File: src/rtl/cfg_policy_pkg.sv
package cfg_policy_pkg;

    localparam int REG_W      = 32;
    localparam int AW         = 2;
    localparam int NREGS      = 1 << AW;
    localparam int FW         = 8;
    localparam int NUM_FIELDS = 12;

    typedef enum logic [2:0] {
        POL_RW   = 3'd0,
        POL_RWV  = 3'd1,
        POL_W1C  = 3'd2,
        POL_ONCE = 3'd3,
        POL_WO   = 3'd4
    } pol_e;

    typedef struct packed {
        logic [1:0] reg_idx;
        logic [4:0] lsb;
        logic [3:0] width;
        pol_e       pol;
        logic       sticky;
        logic [7:0] dflt;
        logic       has_lock;
        logic [3:0] lock_src;
        logic       self_lock;
    } fdesc_t;

    // field numbers
    localparam int F_EVT_S  = 0;
    localparam int F_EVT    = 1;
    localparam int F_TRIM   = 2;
    localparam int F_CFGA   = 3;
    localparam int F_VOL    = 4;
    localparam int F_SUBKEY = 5;
    localparam int F_CFGB   = 6;
    localparam int F_ONCEA  = 7;
    localparam int F_ONCEB  = 8;
    localparam int F_ONCES  = 9;
    localparam int F_MKEY   = 10;
    localparam int F_CMD    = 11;

    function automatic fdesc_t mk(int r, int l, int w, pol_e p, bit s, int d,
                                  bit hl, int src, bit sl);
        fdesc_t f;
        f.reg_idx   = 2'(r);
        f.lsb       = 5'(l);
        f.width     = 4'(w);
        f.pol       = p;
        f.sticky    = s;
        f.dflt      = 8'(d);
        f.has_lock  = hl;
        f.lock_src  = 4'(src);
        f.self_lock = sl;
        return f;
    endfunction

    localparam fdesc_t FMAP [NUM_FIELDS] = '{
        mk(0,  0, 8, POL_W1C,  1'b1, 8'h00, 1'b0, 0,        1'b0),
        mk(0,  8, 8, POL_W1C,  1'b0, 8'h00, 1'b0, 0,        1'b0),
        mk(0, 16, 8, POL_RW,   1'b1, 8'h5A, 1'b0, 0,        1'b0),
        mk(1,  0, 8, POL_RW,   1'b0, 8'h11, 1'b1, F_MKEY,   1'b0),
        mk(1,  8, 8, POL_RWV,  1'b0, 8'h00, 1'b1, F_MKEY,   1'b0),
        mk(1, 16, 1, POL_RW,   1'b0, 8'h00, 1'b1, F_MKEY,   1'b0),
        mk(1, 24, 8, POL_RW,   1'b0, 8'h22, 1'b1, F_SUBKEY, 1'b0),
        mk(2,  0, 8, POL_ONCE, 1'b0, 8'hA5, 1'b0, 0,        1'b0),
        mk(2, 16, 8, POL_ONCE, 1'b0, 8'h0F, 1'b0, 0,        1'b0),
        mk(3,  0, 8, POL_ONCE, 1'b1, 8'h3C, 1'b0, 0,        1'b0),
        mk(3, 31, 1, POL_RW,   1'b0, 8'h00, 1'b0, 0,        1'b1),
        mk(3,  8, 8, POL_WO,   1'b0, 8'h00, 1'b0, 0,        1'b0)
    };

    function automatic logic [NREGS-1:0] once_word_mask();
        logic [NREGS-1:0] m = '0;
        for (int i = 0; i < NUM_FIELDS; i++)
            if (FMAP[i].pol == POL_ONCE) m[FMAP[i].reg_idx] = 1'b1;
        return m;
    endfunction

    function automatic logic [NREGS-1:0] once_sticky_mask();
        logic [NREGS-1:0] m = '0;
        for (int i = 0; i < NUM_FIELDS; i++)
            if (FMAP[i].pol == POL_ONCE && FMAP[i].sticky) m[FMAP[i].reg_idx] = 1'b1;
        return m;
    endfunction

endpackage

File: src/rtl/cfg_field.sv
module cfg_field
    import cfg_policy_pkg::*;
#(
    parameter int           W      = 8,
    parameter int           FLD_W  = 8,
    parameter pol_e         POL    = POL_RW,
    parameter bit           STICKY = 1'b0,
    parameter logic [FLD_W-1:0] DFLT = '0
) (
    input  logic             clk,
    input  logic             rst_cold,
    input  logic             rst_warm,
    input  logic             wr_hit,
    input  logic [FLD_W-1:0] wr_mask,
    input  logic [FLD_W-1:0] wr_data,
    input  logic             locked,
    input  logic             once_open,
    input  logic [FLD_W-1:0] hw_set,
    input  logic [FLD_W-1:0] hw_clr,
    output logic [FLD_W-1:0] val_o,
    output logic [FLD_W-1:0] rd_o,
    output logic             pulse_o
);
    localparam logic [FLD_W-1:0] MASK    = FLD_W'((1 << W) - 1);
    localparam logic [FLD_W-1:0] RST_VAL = (POL == POL_WO) ? '0 : (DFLT & MASK);

    logic [FLD_W-1:0] q, q_nxt, merged;
    logic             pulse_q;

    assign merged = (q & ~wr_mask) | (wr_data & wr_mask);

    always_comb begin
        q_nxt = q;
        case (POL)
            POL_RW:   if (wr_hit && !locked) q_nxt = merged;
            POL_RWV: begin
                if (wr_hit && !locked) q_nxt = merged;
                q_nxt = (q_nxt & ~hw_clr) | hw_set;
            end
            POL_W1C:  q_nxt = (q & ~(wr_hit ? (wr_data & wr_mask) : '0)) | hw_set;
            POL_ONCE: if (wr_hit && once_open) q_nxt = merged;
            POL_WO:   q_nxt = wr_hit ? (wr_data & wr_mask) : '0;
            default:  q_nxt = q;
        endcase
        q_nxt = q_nxt & MASK;
    end

    always_ff @(posedge clk) begin
        if (rst_cold || (rst_warm && !STICKY)) begin
            q       <= RST_VAL;
            pulse_q <= 1'b0;
        end else if (rst_warm) begin
            q       <= q;
            pulse_q <= 1'b0;
        end else begin
            q       <= q_nxt;
            pulse_q <= (POL == POL_WO) && wr_hit && (|(wr_mask & MASK));
        end
    end

    assign val_o   = q;
    assign rd_o    = (POL == POL_WO) ? '0 : q;
    assign pulse_o = pulse_q;
endmodule

File: src/rtl/cfg_once_track.sv
module cfg_once_track #(
    parameter int              NREG        = 4,
    parameter int              ADDR_W      = 2,
    parameter logic [NREG-1:0] ONCE_MASK   = '0,
    parameter logic [NREG-1:0] STICKY_MASK = '0
) (
    input  logic              clk,
    input  logic              rst_cold,
    input  logic              rst_warm,
    input  logic              wr_en,
    input  logic [ADDR_W-1:0] addr,
    input  logic              any_be,
    output logic [NREG-1:0]   open_o
);
    for (genvar r = 0; r < NREG; r++) begin : g_word
        if (ONCE_MASK[r]) begin : g_trk
            logic done_q;
            always_ff @(posedge clk) begin
                if (rst_cold || (rst_warm && !STICKY_MASK[r]))
                    done_q <= 1'b0;
                else if (!rst_warm && wr_en && any_be && addr == ADDR_W'(r))
                    done_q <= 1'b1;
            end
            assign open_o[r] = !done_q;
        end else begin : g_none
            assign open_o[r] = 1'b1;
        end
    end
endmodule

File: src/rtl/cfg_read_mux.sv
module cfg_read_mux
    import cfg_policy_pkg::*;
#(
    parameter int DATA_W = 32,
    parameter int FLD_W  = 8,
    parameter int NFLD   = 12,
    parameter int ADDR_W = 2
) (
    input  logic [ADDR_W-1:0]           addr,
    input  logic [NFLD-1:0][FLD_W-1:0]  rdv,
    output logic [DATA_W-1:0]           rdata
);
    always_comb begin
        rdata = '0;
        for (int i = 0; i < NFLD; i++)
            if (addr == ADDR_W'(FMAP[i].reg_idx))
                rdata = rdata | (DATA_W'(rdv[i]) << FMAP[i].lsb);
    end
endmodule

File: src/rtl/cfg_policy_bank.sv
module cfg_policy_bank
    import cfg_policy_pkg::*;
#(
    parameter int DATA_W = REG_W,
    parameter int ADDR_W = AW,
    parameter int FLD_W  = FW,
    parameter int NFLD   = NUM_FIELDS
) (
    input  logic                    clk,
    input  logic                    rst_cold,
    input  logic                    rst_warm,
    input  logic                    wr_en,
    input  logic [ADDR_W-1:0]       addr,
    input  logic [DATA_W-1:0]       wdata,
    input  logic [DATA_W/8-1:0]     be,
    input  logic [NFLD*FLD_W-1:0]   hw_set,
    input  logic [NFLD*FLD_W-1:0]   hw_clr,
    output logic [DATA_W-1:0]       rdata,
    output logic [NFLD*FLD_W-1:0]   fld_val_o,
    output logic [NFLD-1:0]         fld_pulse_o
);
    localparam int BE_W = DATA_W / 8;
    localparam int NREG = 1 << ADDR_W;

    logic [DATA_W-1:0]          wmask;
    logic [NREG-1:0]            once_open;
    logic [NFLD-1:0]            key_on, locked, pulse;
    logic [NFLD-1:0][FLD_W-1:0] val, rdv;

    always_comb begin
        for (int b = 0; b < BE_W; b++) wmask[b*8 +: 8] = {8{be[b]}};
    end

    for (genvar i = 0; i < NFLD; i++) begin : g_fld
        localparam fdesc_t D = FMAP[i];
        logic hit, lk_ext, lk_self;

        assign hit = wr_en && (addr == ADDR_W'(D.reg_idx));

        if (D.has_lock) begin : g_lk
            assign lk_ext = key_on[D.lock_src];
        end else begin : g_nolk
            assign lk_ext = 1'b0;
        end

        if (D.self_lock) begin : g_self
            assign lk_self = (val[i] != FLD_W'(D.dflt));
        end else begin : g_noself
            assign lk_self = 1'b0;
        end

        assign locked[i] = lk_ext | lk_self;
        assign key_on[i] = |val[i];

        cfg_field #(
            .W      (int'(D.width)),
            .FLD_W  (FLD_W),
            .POL    (D.pol),
            .STICKY (D.sticky),
            .DFLT   (FLD_W'(D.dflt))
        ) u_fld (
            .clk       (clk),
            .rst_cold  (rst_cold),
            .rst_warm  (rst_warm),
            .wr_hit    (hit),
            .wr_mask   (FLD_W'(wmask >> D.lsb)),
            .wr_data   (FLD_W'(wdata >> D.lsb)),
            .locked    (locked[i]),
            .once_open (once_open[D.reg_idx]),
            .hw_set    (hw_set[i*FLD_W +: FLD_W]),
            .hw_clr    (hw_clr[i*FLD_W +: FLD_W]),
            .val_o     (val[i]),
            .rd_o      (rdv[i]),
            .pulse_o   (pulse[i])
        );
    end

    cfg_once_track #(
        .NREG        (NREG),
        .ADDR_W      (ADDR_W),
        .ONCE_MASK   (NREG'(once_word_mask())),
        .STICKY_MASK (NREG'(once_sticky_mask()))
    ) u_once (
        .clk      (clk),
        .rst_cold (rst_cold),
        .rst_warm (rst_warm),
        .wr_en    (wr_en),
        .addr     (addr),
        .any_be   (|be),
        .open_o   (once_open)
    );

    cfg_read_mux #(
        .DATA_W (DATA_W),
        .FLD_W  (FLD_W),
        .NFLD   (NFLD),
        .ADDR_W (ADDR_W)
    ) u_rd (
        .addr  (addr),
        .rdv   (rdv),
        .rdata (rdata)
    );

    assign fld_val_o   = val;
    assign fld_pulse_o = pulse;
endmodule

File: config.mk
export PLATFORM = sky130hd
export DESIGN_NAME = cfg_policy_bank
export DESIGN_NICKNAME = d
export VERILOG_FILES = /design/src/rtl/cfg_policy_pkg.sv /design/src/rtl/cfg_field.sv /design/src/rtl/cfg_once_track.sv /design/src/rtl/cfg_read_mux.sv /design/src/rtl/cfg_policy_bank.sv
export SDC_FILE = /design/constraint.sdc
export NUM_CORES = 1
export LEC_CHECK = 0
export ABC_AREA = 1
export BUFFER_PORTS_ARGS = -buffer_cell sky130_fd_sc_hd__buf_2
export CORE_AREA = 2 2 147 149
export DETAILED_ROUTE_END_ITERATION = 12
export DIE_AREA = 0 0 149 151
export RECOVER_POWER = 100
export SYNTH_ARGS = -nofsm -noshare
export SYNTH_HDL_FRONTEND = slang
export SYNTH_SLANG_ARGS = --single-unit
File: constraint.sdc
create_clock -name clk -period 3.9 [get_ports clk]
set_input_delay 0.78 -clock clk [delete_from_list [all_inputs] [get_ports clk]]
set_output_delay 0.78 -clock clk [all_outputs]
set_load 0.01 [all_outputs]
==> qor.yml <==
clkTransAtPathRegs_ps: 60
pre_cts_slack_ps: 882.4
drt-initial-drc-count: 151
die-height_um: 151
yosys.area_share.xor_xnor: 0
most_frequent_standard_cell_in_the_layout_excluding_fill_and_tap_cells: "sky130_fd_sc_hd__nand2_1"
postLayoutCellArea_um2: 5256
worstSetupPathType: "input pin to output port"
max-cap-violations: 1
clock_sinks: 85
drive_above_1_share: 0.1344
detailed_place_hpwl_um: 11990
synthSimpleGateAreaFrac: 0.2851
report.final.hold_viol_count: 0
placement.io_buffers: 188
tritoncts_clock_tree: "built"
placed_cells: 1018
detail_route.wl_per_cell_um: 15.34
async_flop_share: 0
grtUsageMet3: 0.06476
ctsResizeCount: 0
avgViaCountPerCell: 4.077
top_usage_layer: "met2"
worst-slew-pin-transition_ps: 1635
finalPower_mw: 2.119
final.setup.worst_slack_ps: 574.3
drc: 0
top_cells_by_area_synth: "sky130_fd_sc_hd__dfxtp_1 (42%), sky130_fd_sc_hd__nand2_1 (13%), sky130_fd_sc_hd__inv_1 (7.1%)"
cellPowerDensity_nw_per_um2: 403.2
cts_root_buffer: "sky130_fd_sc_hd__clkbuf_16"
ys_dominant_reg_cell: "sky130_fd_sc_hd__dfxtp_1"
timing.critical_path.required_ps: 3120
failing_checks: "capacitance limit, slew limit"
critical_path_arrival_ps: 2550
critical_path.most_common_cell: "sky130_fd_sc_hd__clkbuf_1"
clock_tree.buffer_depth: 2
grt-ovfl-total: 0
rsz0062_at_grt: "false"
wl_um: 15980
placed_inst_area_um2: 5137
cts_made_buffers: 9
cts.repair_timing.setup_buffer_count: 0
whs_ps: 457.8
worst_skew_pair.late_latency_ps: 340
finalSetupViolCount: 0
route.vias.total: 4248
combinational_family_with_the_most_area_after_synthesis: "simple AND/OR/NAND/NOR gates"
result_of_the_run: "complete, but fails checks"
drt_first_pass_iters: 4
maximum_clock_frequency_mhz: 300.7
grt_pass1_vias: 3769
synth-compound-area-share: 0.1354
post_cts_hold_buffer_count: 0
setup_total_negative_slack_ps: 0
worstPathMaxFanout: 15
num-nets-final: 988
crit_path_end_kind: "output port"
dieWidth_um: 149
grt_pass1_wl_um: 22560
initial_core_util: 0.1935
fin_worst_skew_ps: 7.934
reg2reg_slack_ps: 1290
grt_antenna_before_repair: 9
share_of_the_yosys_chip_area_belonging_to_registers: 0.4224
critical_path.max_stage_delay_ps: 510
io_pins: 374
htree_num_levels: 3
ys.warnings.count: 0
placeableCoreArea_um2: 20820
yosys.area_share.adder: 0
synth-edff-count: 0
ant_nets: 0
synth_top_cell_area_share: 0.4224
grt_start_max_net_pins: 23
startpoint_type: "input pin"
number_of_different_library_cells_in_the_post_synthesis_netlist: 31
grt.total_usage: 0.1365
timing.final.max_slew_violations: 20
power.ir.vdd_worst_mv: 0.2124
min_path_type: "register to register"
layout_common_cells: "sky130_fd_sc_hd__nand2_1 (146), sky130_fd_sc_hd__clkbuf_1 (117), sky130_fd_sc_hd__dfxtp_1 (85)"
fin_crit_sh: 0.8527
layoutNonFillerInstCount: 1042
ys_seq_elements: 85
num_rows: 53
critical_path.cell_chain: "clkbuf_1 > nand2_1 > buf_4 > o221ai_1 > clkbuf_1"
worst_path_max_delay_cell: "sky130_fd_sc_hd__clkbuf_1"
finalWorstPathRequiredPeriod_ps: 3326
area_growth_syn_to_layout_pct: 30.47
groute.layer.met1.usage: 0.1789
postSynthAreaPerCell_um2: 6.995
synth_top_cell_by_area: "sky130_fd_sc_hd__dfxtp_1"
synthMuxAreaShare: 0
mappedNetlistArea_um2: 4029
synth_cells: 576
dieArea_um2: 22500
leakage_nw: 2.361
final_core_util: 0.2524
globalplace.congestion: 0.7648
met2_usage: 0.2044
worst_slew_margin_rel: -0.09394
layer usage:
layer	wire [µm]	vias up
li1	-	2133
met1	7211	1891
met2	6658	209
met3	1944	13
met4	154	2
met5	13	-
power by group:
group | switching [mW] | internal [mW]
Sequential | 0.0164 | 0.890
Clock | 0.375 | 0.598
Combinational | 0.161 | 0.0785
kinds of logic after synthesis:
group,count (synthesis)
other cells,1
buf+inv,134
simple gates,260
flops,85
compound gates,96
critical path: cells and delay by family:
kind	cells	cell delay, ps
AOI/OAI and AO/OA	1	220
buffers and inverters	3	1070
and+or+nand+nor	1	460
cell type report:
type                       instances  area, µm²
sequential                        85       1702
antenna                            8      20.02
timing repair buffer             193      827.0
inverter                          84      317.8
tap                              275      344.1
clock inverter                     5      81.33
clock buffer                      11      252.7
fill                            2404      15570
multi-input combinational        381       1712
cell usage after synthesis, types with 3 or more instances:
master / instances
sky130_fd_sc_hd__nand2_1: 143
sky130_fd_sc_hd__dfxtp_1: 85
sky130_fd_sc_hd__inv_1: 76
sky130_fd_sc_hd__nor2_1: 53
sky130_fd_sc_hd__nand3_1: 43
sky130_fd_sc_hd__o21ai_0: 35
sky130_fd_sc_hd__a21oi_1: 29
sky130_fd_sc_hd__buf_4: 29
sky130_fd_sc_hd__o21ai_1: 17
sky130_fd_sc_hd__clkbuf_1: 11
sky130_fd_sc_hd__buf_2: 6
sky130_fd_sc_hd__inv_2: 6
sky130_fd_sc_hd__o2111ai_1: 6
sky130_fd_sc_hd__nor2_2: 5
sky130_fd_sc_hd__a22o_1: 4
sky130_fd_sc_hd__nand3b_1: 4
sky130_fd_sc_hd__buf_1: 3
sky130_fd_sc_hd__nand2_2: 3
sky130_fd_sc_hd__o211ai_2: 3
path summary, 6_finish.rpt:
kind,start,end,depth (start not counted)
max,addr[0],rdata[16],5
max reg2reg,register,register,7
min reg2reg,u_once.g_word[3].g_trk.done_q$_SDFFE_PP0P_,u_once.g_word[3].g_trk.done_q$_SDFFE_PP0P_,2
min,u_once.g_word[3].g_trk.done_q$_SDFFE_PP0P_,u_once.g_word[3].g_trk.done_q$_SDFFE_PP0P_,2
(Power assumes the default switching activity.)
